[src/rtl/rmap_pkg.sv]
package rmap_pkg;
   typedef enum logic [1:0] {
      LOC_REGFILE = 2'd0,
      LOC_PENDING = 2'd1,
      LOC_BUFFER  = 2'd2
   } opnd_loc_e;
endpackage

[src/rtl/rmap_entry.sv]
module rmap_entry #(
   parameter int TAG_W    = 4,
   parameter int HARDWIRE = 0
) (
   input  logic             clk,
   input  logic             rst_n,
   input  logic             flush,
   input  logic             disp_hit,
   input  logic [TAG_W-1:0] disp_tag,
   input  logic             cmpl_en,
   input  logic [TAG_W-1:0] cmpl_tag,
   input  logic             ret_hit,
   input  logic [TAG_W-1:0] ret_tag,
   output logic [TAG_W-1:0] tag_o,
   output logic             rdy_o
);
   generate
      if (HARDWIRE != 0) begin : g_const
         logic unused_in;
         assign unused_in = ^{clk, rst_n, flush, disp_hit, disp_tag,
                              cmpl_en, cmpl_tag, ret_hit, ret_tag};
         assign tag_o = '0;
         assign rdy_o = 1'b0;
      end else begin : g_store
         logic [TAG_W-1:0] tag_q;
         logic             rdy_q;
         logic             cmpl_match, ret_match;

         assign cmpl_match = cmpl_en && (cmpl_tag != '0) && (tag_q == cmpl_tag);
         assign ret_match  = ret_hit && (tag_q != '0) && (tag_q == ret_tag);

         always_ff @(posedge clk or negedge rst_n) begin
            if (!rst_n) begin
               tag_q <= '0;
               rdy_q <= 1'b0;
            end else if (flush) begin
               tag_q <= '0;
               rdy_q <= 1'b0;
            end else if (disp_hit) begin
               tag_q <= disp_tag;
               rdy_q <= 1'b0;
            end else if (ret_match) begin
               tag_q <= '0;
               rdy_q <= 1'b0;
            end else if (cmpl_match) begin
               rdy_q <= 1'b1;
            end
         end

         assign tag_o = tag_q;
         assign rdy_o = rdy_q;
      end
   endgenerate
endmodule

[src/rtl/rmap_rdport.sv]
module rmap_rdport
   import rmap_pkg::*;
#(
   parameter int NREGS = 32,
   parameter int TAG_W = 4,
   parameter int RW    = 5
) (
   input  logic [NREGS-1:0][TAG_W-1:0] tags,
   input  logic [NREGS-1:0]            rdys,
   input  logic [RW-1:0]               sel,
   output logic [TAG_W-1:0]            tag_o,
   output opnd_loc_e                   loc_o
);
   logic in_range;
   logic rdy_sel;

   assign in_range = (int'(sel) < NREGS);

   always_comb begin
      tag_o   = '0;
      rdy_sel = 1'b0;
      if (in_range) begin
         tag_o   = tags[sel];
         rdy_sel = rdys[sel];
      end
      if (rdy_sel)           loc_o = LOC_BUFFER;
      else if (tag_o == '0)  loc_o = LOC_REGFILE;
      else                   loc_o = LOC_PENDING;
   end
endmodule

[src/rtl/rename_map.sv]
module rename_map
   import rmap_pkg::*;
#(
   parameter int NUM_REGS      = 32,
   parameter int TAG_W         = 4,
   parameter int HARDWIRE_ZERO = 1,
   localparam int RW           = (NUM_REGS > 1) ? $clog2(NUM_REGS) : 1
) (
   input  logic             clk,
   input  logic             rst_n,
   input  logic             flush,
   input  logic [RW-1:0]    src_a_reg,
   output logic [TAG_W-1:0] src_a_tag,
   output logic [1:0]       src_a_loc,
   input  logic [RW-1:0]    src_b_reg,
   output logic [TAG_W-1:0] src_b_tag,
   output logic [1:0]       src_b_loc,
   input  logic             disp_en,
   input  logic [RW-1:0]    disp_reg,
   input  logic [TAG_W-1:0] disp_tag,
   input  logic             cmpl_en,
   input  logic [TAG_W-1:0] cmpl_tag,
   input  logic             ret_en,
   input  logic [RW-1:0]    ret_reg,
   input  logic [TAG_W-1:0] ret_tag
);
   generate
      if (NUM_REGS < 2) begin : g_bad_regs
         $error("rename_map: NUM_REGS must be at least 2");
      end
      if (TAG_W < 2) begin : g_bad_tag
         $error("rename_map: TAG_W must be at least 2");
      end
      if (HARDWIRE_ZERO != 0 && HARDWIRE_ZERO != 1) begin : g_bad_zero
         $error("rename_map: HARDWIRE_ZERO must be 0 or 1");
      end
   endgenerate

   logic [NUM_REGS-1:0][TAG_W-1:0] ent_tag;
   logic [NUM_REGS-1:0]            ent_rdy;
   opnd_loc_e                      loc_a, loc_b;

   for (genvar i = 0; i < NUM_REGS; i++) begin : g_ent
      logic disp_hit, ret_hit;
      assign disp_hit = disp_en && (disp_reg == RW'(i));
      assign ret_hit  = ret_en  && (ret_reg  == RW'(i));

      rmap_entry #(
         .TAG_W    (TAG_W),
         .HARDWIRE ((HARDWIRE_ZERO != 0 && i == 0) ? 1 : 0)
      ) u_ent (
         .clk      (clk),
         .rst_n    (rst_n),
         .flush    (flush),
         .disp_hit (disp_hit),
         .disp_tag (disp_tag),
         .cmpl_en  (cmpl_en),
         .cmpl_tag (cmpl_tag),
         .ret_hit  (ret_hit),
         .ret_tag  (ret_tag),
         .tag_o    (ent_tag[i]),
         .rdy_o    (ent_rdy[i])
      );
   end

   rmap_rdport #(.NREGS(NUM_REGS), .TAG_W(TAG_W), .RW(RW)) u_rd_a (
      .tags  (ent_tag),
      .rdys  (ent_rdy),
      .sel   (src_a_reg),
      .tag_o (src_a_tag),
      .loc_o (loc_a)
   );

   rmap_rdport #(.NREGS(NUM_REGS), .TAG_W(TAG_W), .RW(RW)) u_rd_b (
      .tags  (ent_tag),
      .rdys  (ent_rdy),
      .sel   (src_b_reg),
      .tag_o (src_b_tag),
      .loc_o (loc_b)
   );

   assign src_a_loc = loc_a;
   assign src_b_loc = loc_b;
endmodule

[config.mk]
export PLATFORM = sky130hd
export DESIGN_NAME = rename_map
export DESIGN_NICKNAME = d
export VERILOG_FILES = /design/src/rtl/rmap_pkg.sv /design/src/rtl/rmap_entry.sv /design/src/rtl/rmap_rdport.sv /design/src/rtl/rename_map.sv
export SDC_FILE = /design/constraint.sdc
export NUM_CORES = 1
export LEC_CHECK = 0
export BUFFER_PORTS_ARGS = -buffer_cell sky130_fd_sc_hd__buf_2
export CORE_UTILIZATION = 50
export CTS_CLUSTER_DIAMETER = 50
export DETAILED_ROUTE_END_ITERATION = 16
export PLACE_DENSITY = 0.7
export SYNTH_ARGS = -nofsm -noshare
export SYNTH_HDL_FRONTEND = slang
export SYNTH_SLANG_ARGS = --single-unit
[constraint.sdc]
create_clock -name clk -period 5.1 [get_ports clk]
set_input_delay 1.275 -clock clk [delete_from_list [all_inputs] [get_ports clk]]
set_output_delay 1.275 -clock clk [all_outputs]
set_load 0.01 [all_outputs]
==> results of run 1 <==
[cells in the mapped netlist (5+ instances only)]
master	instances
nor4_1	5
mux2i_1	12
a21o_1	5
buf_2	17
a21oi_1	15
a22o_1	129
nand2b_1	7
nand4_1	16
nor2_1	38
nor2b_1	12
nand3_1	46
buf_1	13
xor2_1	91
mux2_2	17
dfrtp_1	155
a211oi_1	16
o21a_1	31
nand2_1	39
a2111oi_0	9
a22oi_1	7
xnor2_1	126
nor3_1	86
mux4_2	76
or3_1	23
clkbuf_1	55
[critical path, cell delays in order]
cell,delay [ns]
buf_2,0.16
buf_12,0.20
mux4_2,0.51
mux4_2,0.49
mux2_2,0.29
o41a_1,0.47
buf_2,0.16
[cell families after synthesis]
kind of cell           count (synthesis)  synth area share [%]
flip-flops                           155                  33.4
AO/OA/AOI/OAI                        238                  16.7
buffers and inverters                 94                  3.41
AND/OR/NAND/NOR                      288                  12.7
multiplexers                         105                  17.4
XOR/XNOR                             217                  16.4
[stage by stage]
step	setup slack, ns	util [%]	hold slack, ns	power, W
6_report	0.240	55.8	0.513	0.00298
5_1_grt	0.193	55.8	0.546	0.00307
4_1_cts	0.240	55.8	0.518	0.00298
3_5_place_dp	0.249	53.3	0.504	0.00172
3_3_place_gp	0.268	53.3	0.497	0.00171
2_1_floorplan	0.479	-	0.475	0.00157
[power by group through the flow]
| stage | Sequential [W] | Clock (W) | Combinational (W) |
|---|---|---|---|
| 6_report | 0.00126 | 0.00127 | 0.000444 |
| 5_1_grt | 0.00126 | 0.00133 | 0.000473 |
| 4_1_cts | 0.00126 | 0.00128 | 0.000438 |
| 3_5_place_dp | 0.00129 | 0 | 0.000436 |
| 3_3_place_gp | 0.00129 | 0 | 0.000429 |
| 2_1_floorplan | 0.00128 | 0 | 0.000289 |
[per-layer routing]
layer  routed length, µm  share of wire [%]
met1               15000                 39
met2               17300                 45
met3                3910                 10
met4                2230                5.8
met5                   0                  0
[layout make-up]
| class | count | area, µm² |
|---|---|---|
| multi-input combinational | 848 | 7360 |
| timing repair buffer | 72 | 487 |
| inverter | 4 | 15.0 |
| sequential | 155 | 3880 |
| fill | 1947 | 10000 |
| tap | 285 | 357 |
| clock buffer | 18 | 429 |
| antenna | 1 | 2.50 |
| clock inverter | 13 | 144 |
[worst paths after layout]
| path | start | endpoint | slack [ns] | cells after the start |
|---|---|---|---|---|
| max in group asynchronous | rst_n | g_ent[3].u_ent.tag_o[3] | 3.18 | 2 |
| worst min register to register | g_ent[9].u_ent.rdy_o | g_ent[9].u_ent.rdy_o | 0.51 | 1 |
| worst max-delay path | src_a_reg[0] | src_a_loc[0] | 0.24 | 7 |
| worst min-delay path | g_ent[9].u_ent.rdy_o | g_ent[9].u_ent.rdy_o | 0.51 | 1 |
| min in group asynchronous | rst_n | g_ent[31].u_ent.tag_o[3] | 0.93 | 1 |
| worst max register to register | g_ent[28].u_ent.tag_o[3] | g_ent[28].u_ent.tag_o[3] | 3.10 | 5 |
[sequential cells by signal (all words and copies together), names as in the netlist]
| register | count |
|---|---|
| g_ent.u_ent.tag_o | 124 |
| g_ent.u_ent.rdy_o | 31 |
==> results_dict.tcl, run 1 <==
set metrics [dict create \
    status "completed" \
    ys.flop_type "dfrtp_1" \
    critPathKind "input pin to output pin" \
    grt_use_met3_pct 8.66 \
    yosys.area.top_type "dfrtp_1" \
    fin_area_um2 12700 \
    synth-seq-cells 155 \
    grt_max_degree 98 \
    max-cap-violations 0 \
    ctsLongestPathBuffers 2 \
    gp_congestion 0.935 \
    die_w_um 154 \
    postRouteAntennaNets 0 \
    grt_usage_pct 33.7 \
    endpoint_kind "output pin" \
    clockPowerShare_pct 42.7 \
    overflow 0 \
    fin_nets 1136 \
    area_growth_pct 9.10 \
    antenna_found_initial 1 \
    swShare_pct 28.8 \
    first_iter_violations 1155 \
    synthTopCellsByArea "dfrtp_1 (33%), mux4_2 (15%), a22o_1 (9.7%)" \
    grt_pass1_wl_um 60300 \
    wl_per_cell_um 27.5 \
    coreArea_um2 22700 \
    drc 0 \
    synth_edf_count 0 \
    post_cts_resized 0 \
    critPathArrivalTime_ns 3.59 \
    p_switching_w 0.000860 \
    synthCells 1097 \
    grt_util_met2_pct 51.9 \
    root_buffer "clkbuf_16" \
    path_max_fanout 21 \
    relSlewSlack_pct 22.4 \
    place_inst 1364 \
    use_met1_pct 43.5 \
    clock_latency_ns 0.44 \
    final_cells 1396 \
    drive_gt1_share_pct 18.5 \
    final_cell_mix "dfrtp_1 (155), a22o_1 (129), xnor2_1 (126)" \
    min_path_type "flip-flop to flip-flop" \
    slew_viol_final 0 \
    finClkSkew_ns 0.00638 \
    p_leak_nw 5.16 \
    portBuffers 49 \
    synth_nets 1135 \
    start_util_pct 51.2 \
    placed_cell_area_um2 12100 \
    syn_area_per_cell_um2 10.6 \
    ctsHoldBuffers 0 \
    power_frac_comb_pct 14.9 \
    cts_tree "done" \
    yosysWarnings 0 \
    rsz0062_at_grt "false" \
    async_flop_share_pct 100 \
    peakVddDrop_mv 0.195 \
    start_kind "input pin" \
    pwr-share-seq_pct 42.4 \
    placement_rows 55 \
    clock-sinks 155 \
    clk_pin_slew_ns 0.06 \
    final_common_cell "dfrtp_1" \
    syn_area_um2 11600 \
    setup_viol 0 \
    synth_seq_area_share_pct 33.4 \
    vias 9959 \
    hold_violations 0 \
    synth_top_area_share_pct 33.4 \
    finalCriticalPeriod_ns 4.86 \
    yosys.cell_types.count 45 \
    grt_pass1_vias 9835 \
    cp.required_ns 3.83 \
    wl_um 38400 \
    cts_setup_buffers 0 \
    dr.pass1.iters 5 \
    numCtsBuffers 17 \
    worstMarginPinSlew_ns 1.16 \
    busiest_layer "met2" \
    fin_setup_tns_ns 0 \
    p_int_w 0.00212 \
    powerDensity_nw_per_um2 235 \
    routed_via_density 7.13 \
    io_pins 50 \
    hpwl_um 25600 \
    h-tree-depth 4 \
    dieArea_um2 23900 \
    die_height_um 154 \
    final.period_utilization_pct 95.3 \
    fmax_mhz 206 \
]
No activity file was read; power rests on OpenSTA's default activity.
==> run 2: changes to the inputs <==
Settings changed: PLACE_DENSITY 0.7 to 0.67.
==> run 2 against run 1 <==
First-iteration DRC count increased by 13%; clock power increased by 13%; sequential share of layout area decreased by 0.18 points; critical endpoint unchanged; largest cell class unchanged.
==> results_dict.tcl, run 2 (synthesized netlist as in run 1, its figures left out) <==
set metrics [dict create \
    final_common_cell "dfrtp_1" \
    critPathArrivalTime_ns 3.57 \
    wl_um 38700 \
    root_buffer "clkbuf_16" \
    coreArea_um2 22700 \
    overflow 0 \
    status "completed" \
    largest_reg_flops 124 \
    h-tree-depth 4 \
    fillers 1948 \
    dieArea_um2 23900 \
    rsz0062_at_grt "false" \
    start_kind "input pin" \
    gp_congestion 0.948 \
    fmax_mhz 207 \
    cp.required_ns 3.83 \
    setup_viol 0 \
    clock-sinks 155 \
    clock_latency_ns 0.44 \
    area_growth_pct 9.73 \
    fin_nets 1136 \
    final_util_pct 56.1 \
    critPathKind "input pin to output pin" \
    clockPowerShare_pct 45.6 \
    worstMarginPinSlew_ns 1.11 \
    powerDensity_nw_per_um2 246 \
    dr.pass1.iters 5 \
    post_cts_resized 0 \
    placement_rows 55 \
    grt_max_degree 81 \
    place_inst 1364 \
    finClkSkew_ns 0.00683 \
    ctsHoldBuffers 0 \
    fin_setup_tns_ns 0 \
    seqCellArea_um2 3880 \
    drive_gt1_share_pct 18.6 \
    hold_violations 0 \
    cts_setup_buffers 0 \
    die_w_um 154 \
    antenna_found_initial 1 \
    max-cap-violations 0 \
    p_leak_nw 5.20 \
    io_pins 50 \
    peakVddDrop_mv 0.199 \
    final_cells 1396 \
    start_util_pct 51.2 \
    p_int_w 0.00227 \
    wl_per_cell_um 27.7 \
    p_switching_w 0.000866 \
    die_height_um 154 \
    postRouteAntennaNets 0 \
    hpwl_um 25700 \
    power_frac_comb_pct 14.1 \
    swShare_pct 27.6 \
    grt_pass1_vias 9695 \
    path_max_fanout 30 \
    final_cell_mix "dfrtp_1 (155), a22o_1 (129), xnor2_1 (126)" \
    drc 0 \
    numCtsBuffers 17 \
    relSlewSlack_pct 24.8 \
    portBuffers 49 \
    routed_via_density 7.10 \
    vias 9906 \
    min_path_type "flip-flop to flip-flop" \
    final.period_utilization_pct 94.9 \
    grt_usage_pct 33.5 \
    slew_viol_final 0 \
    pwr-share-seq_pct 40.3 \
    ctsLongestPathBuffers 2 \
    endpoint_kind "output pin" \
    multi_input_area_um2 7350 \
    clk_pin_slew_ns 0.07 \
    cts_tree "done" \
    first_iter_violations 1301 \
    grt_pass1_wl_um 59600 \
    finalCriticalPeriod_ns 4.84 \
]
==> run 2: cell types whose count changed in the layout (fill, tap and decap cells not counted), sizes merged <==
| cell | delta |
|---|---|
| bufinv | +3 |
| clkinvlp | -2 |
| clkbuf | -1 |
==> run 2: critical path: stages <==
cell and delay [ns]:
buf_2 0.29, buf_12 0.25, mux4_2 0.31, mux4_2 0.49
mux2_2 0.29, o41a_1 0.48, buf_2 0.16
==> run 2: power groups by stage <==
| stage | Combinational (W) | Sequential (W) | Clock (W) |
|---|---|---|---|
| 6_report | 0.000442 | 0.00126 | 0.00143 |
| 5_1_grt | 0.000470 | 0.00126 | 0.00148 |
| 4_1_cts | 0.000437 | 0.00126 | 0.00143 |
| 3_5_place_dp | 0.000435 | 0.00129 | 0 |
| 3_3_place_gp | 0.000428 | 0.00129 | 0 |
| 2_1_floorplan | 0.000289 | 0.00128 | 0 |
==> run 2: final cells by class <==
type,count,share of cell area [%]
multi-input combinational,848,57.7
sequential,155,30.4
timing repair buffer,72,3.92
clock buffer,17,3.34
tap,285,2.80
clock inverter,14,1.72
inverter,4,0.118
antenna,1,0.0196
==> run 2: per-layer routing <==
metal | GRT usage, % | vias to the layer above | wire (µm)
met5 | 0 | - | 0
met4 | 16.2 | 0 | 1840
met3 | 6.84 | 123 | 3800
met2 | 52.7 | 606 | 17900
met1 | 44.2 | 5005 | 15200
li1 | - | 4172 | -
==> run 2: final timing paths <==
check                                    startpoint                  endpoint  slack, ns  cells past startpoint
max                                    src_a_reg[1]              src_a_loc[0]       0.26                      7
min                            g_ent[6].u_ent.rdy_o      g_ent[6].u_ent.rdy_o       0.53                      1
max reg2reg                g_ent[20].u_ent.tag_o[3]  g_ent[20].u_ent.tag_o[3]       3.08                      5
min reg2reg                    g_ent[6].u_ent.rdy_o      g_ent[6].u_ent.rdy_o       0.53                      1
max in group asynchronous                     rst_n   g_ent[9].u_ent.tag_o[3]       3.36                      2
min in group asynchronous                     rst_n  g_ent[20].u_ent.tag_o[0]       0.86                      1
==> run 2: per-stage QoR <==
step / total power, W / setup WS [ns] / hold slack [ns] / instance area [µm²]
final: 0.00314 / 0.260 / 0.534 / 12800
after global routing: 0.00322 / 0.205 / 0.552 / 12700
after CTS: 0.00313 / 0.269 / 0.529 / 12700
after detailed placement: 0.00172 / 0.269 / 0.513 / 12100
after global placement: 0.00171 / 0.301 / 0.508 / 12100
after floorplan: 0.00157 / 0.479 / 0.475 / 11600
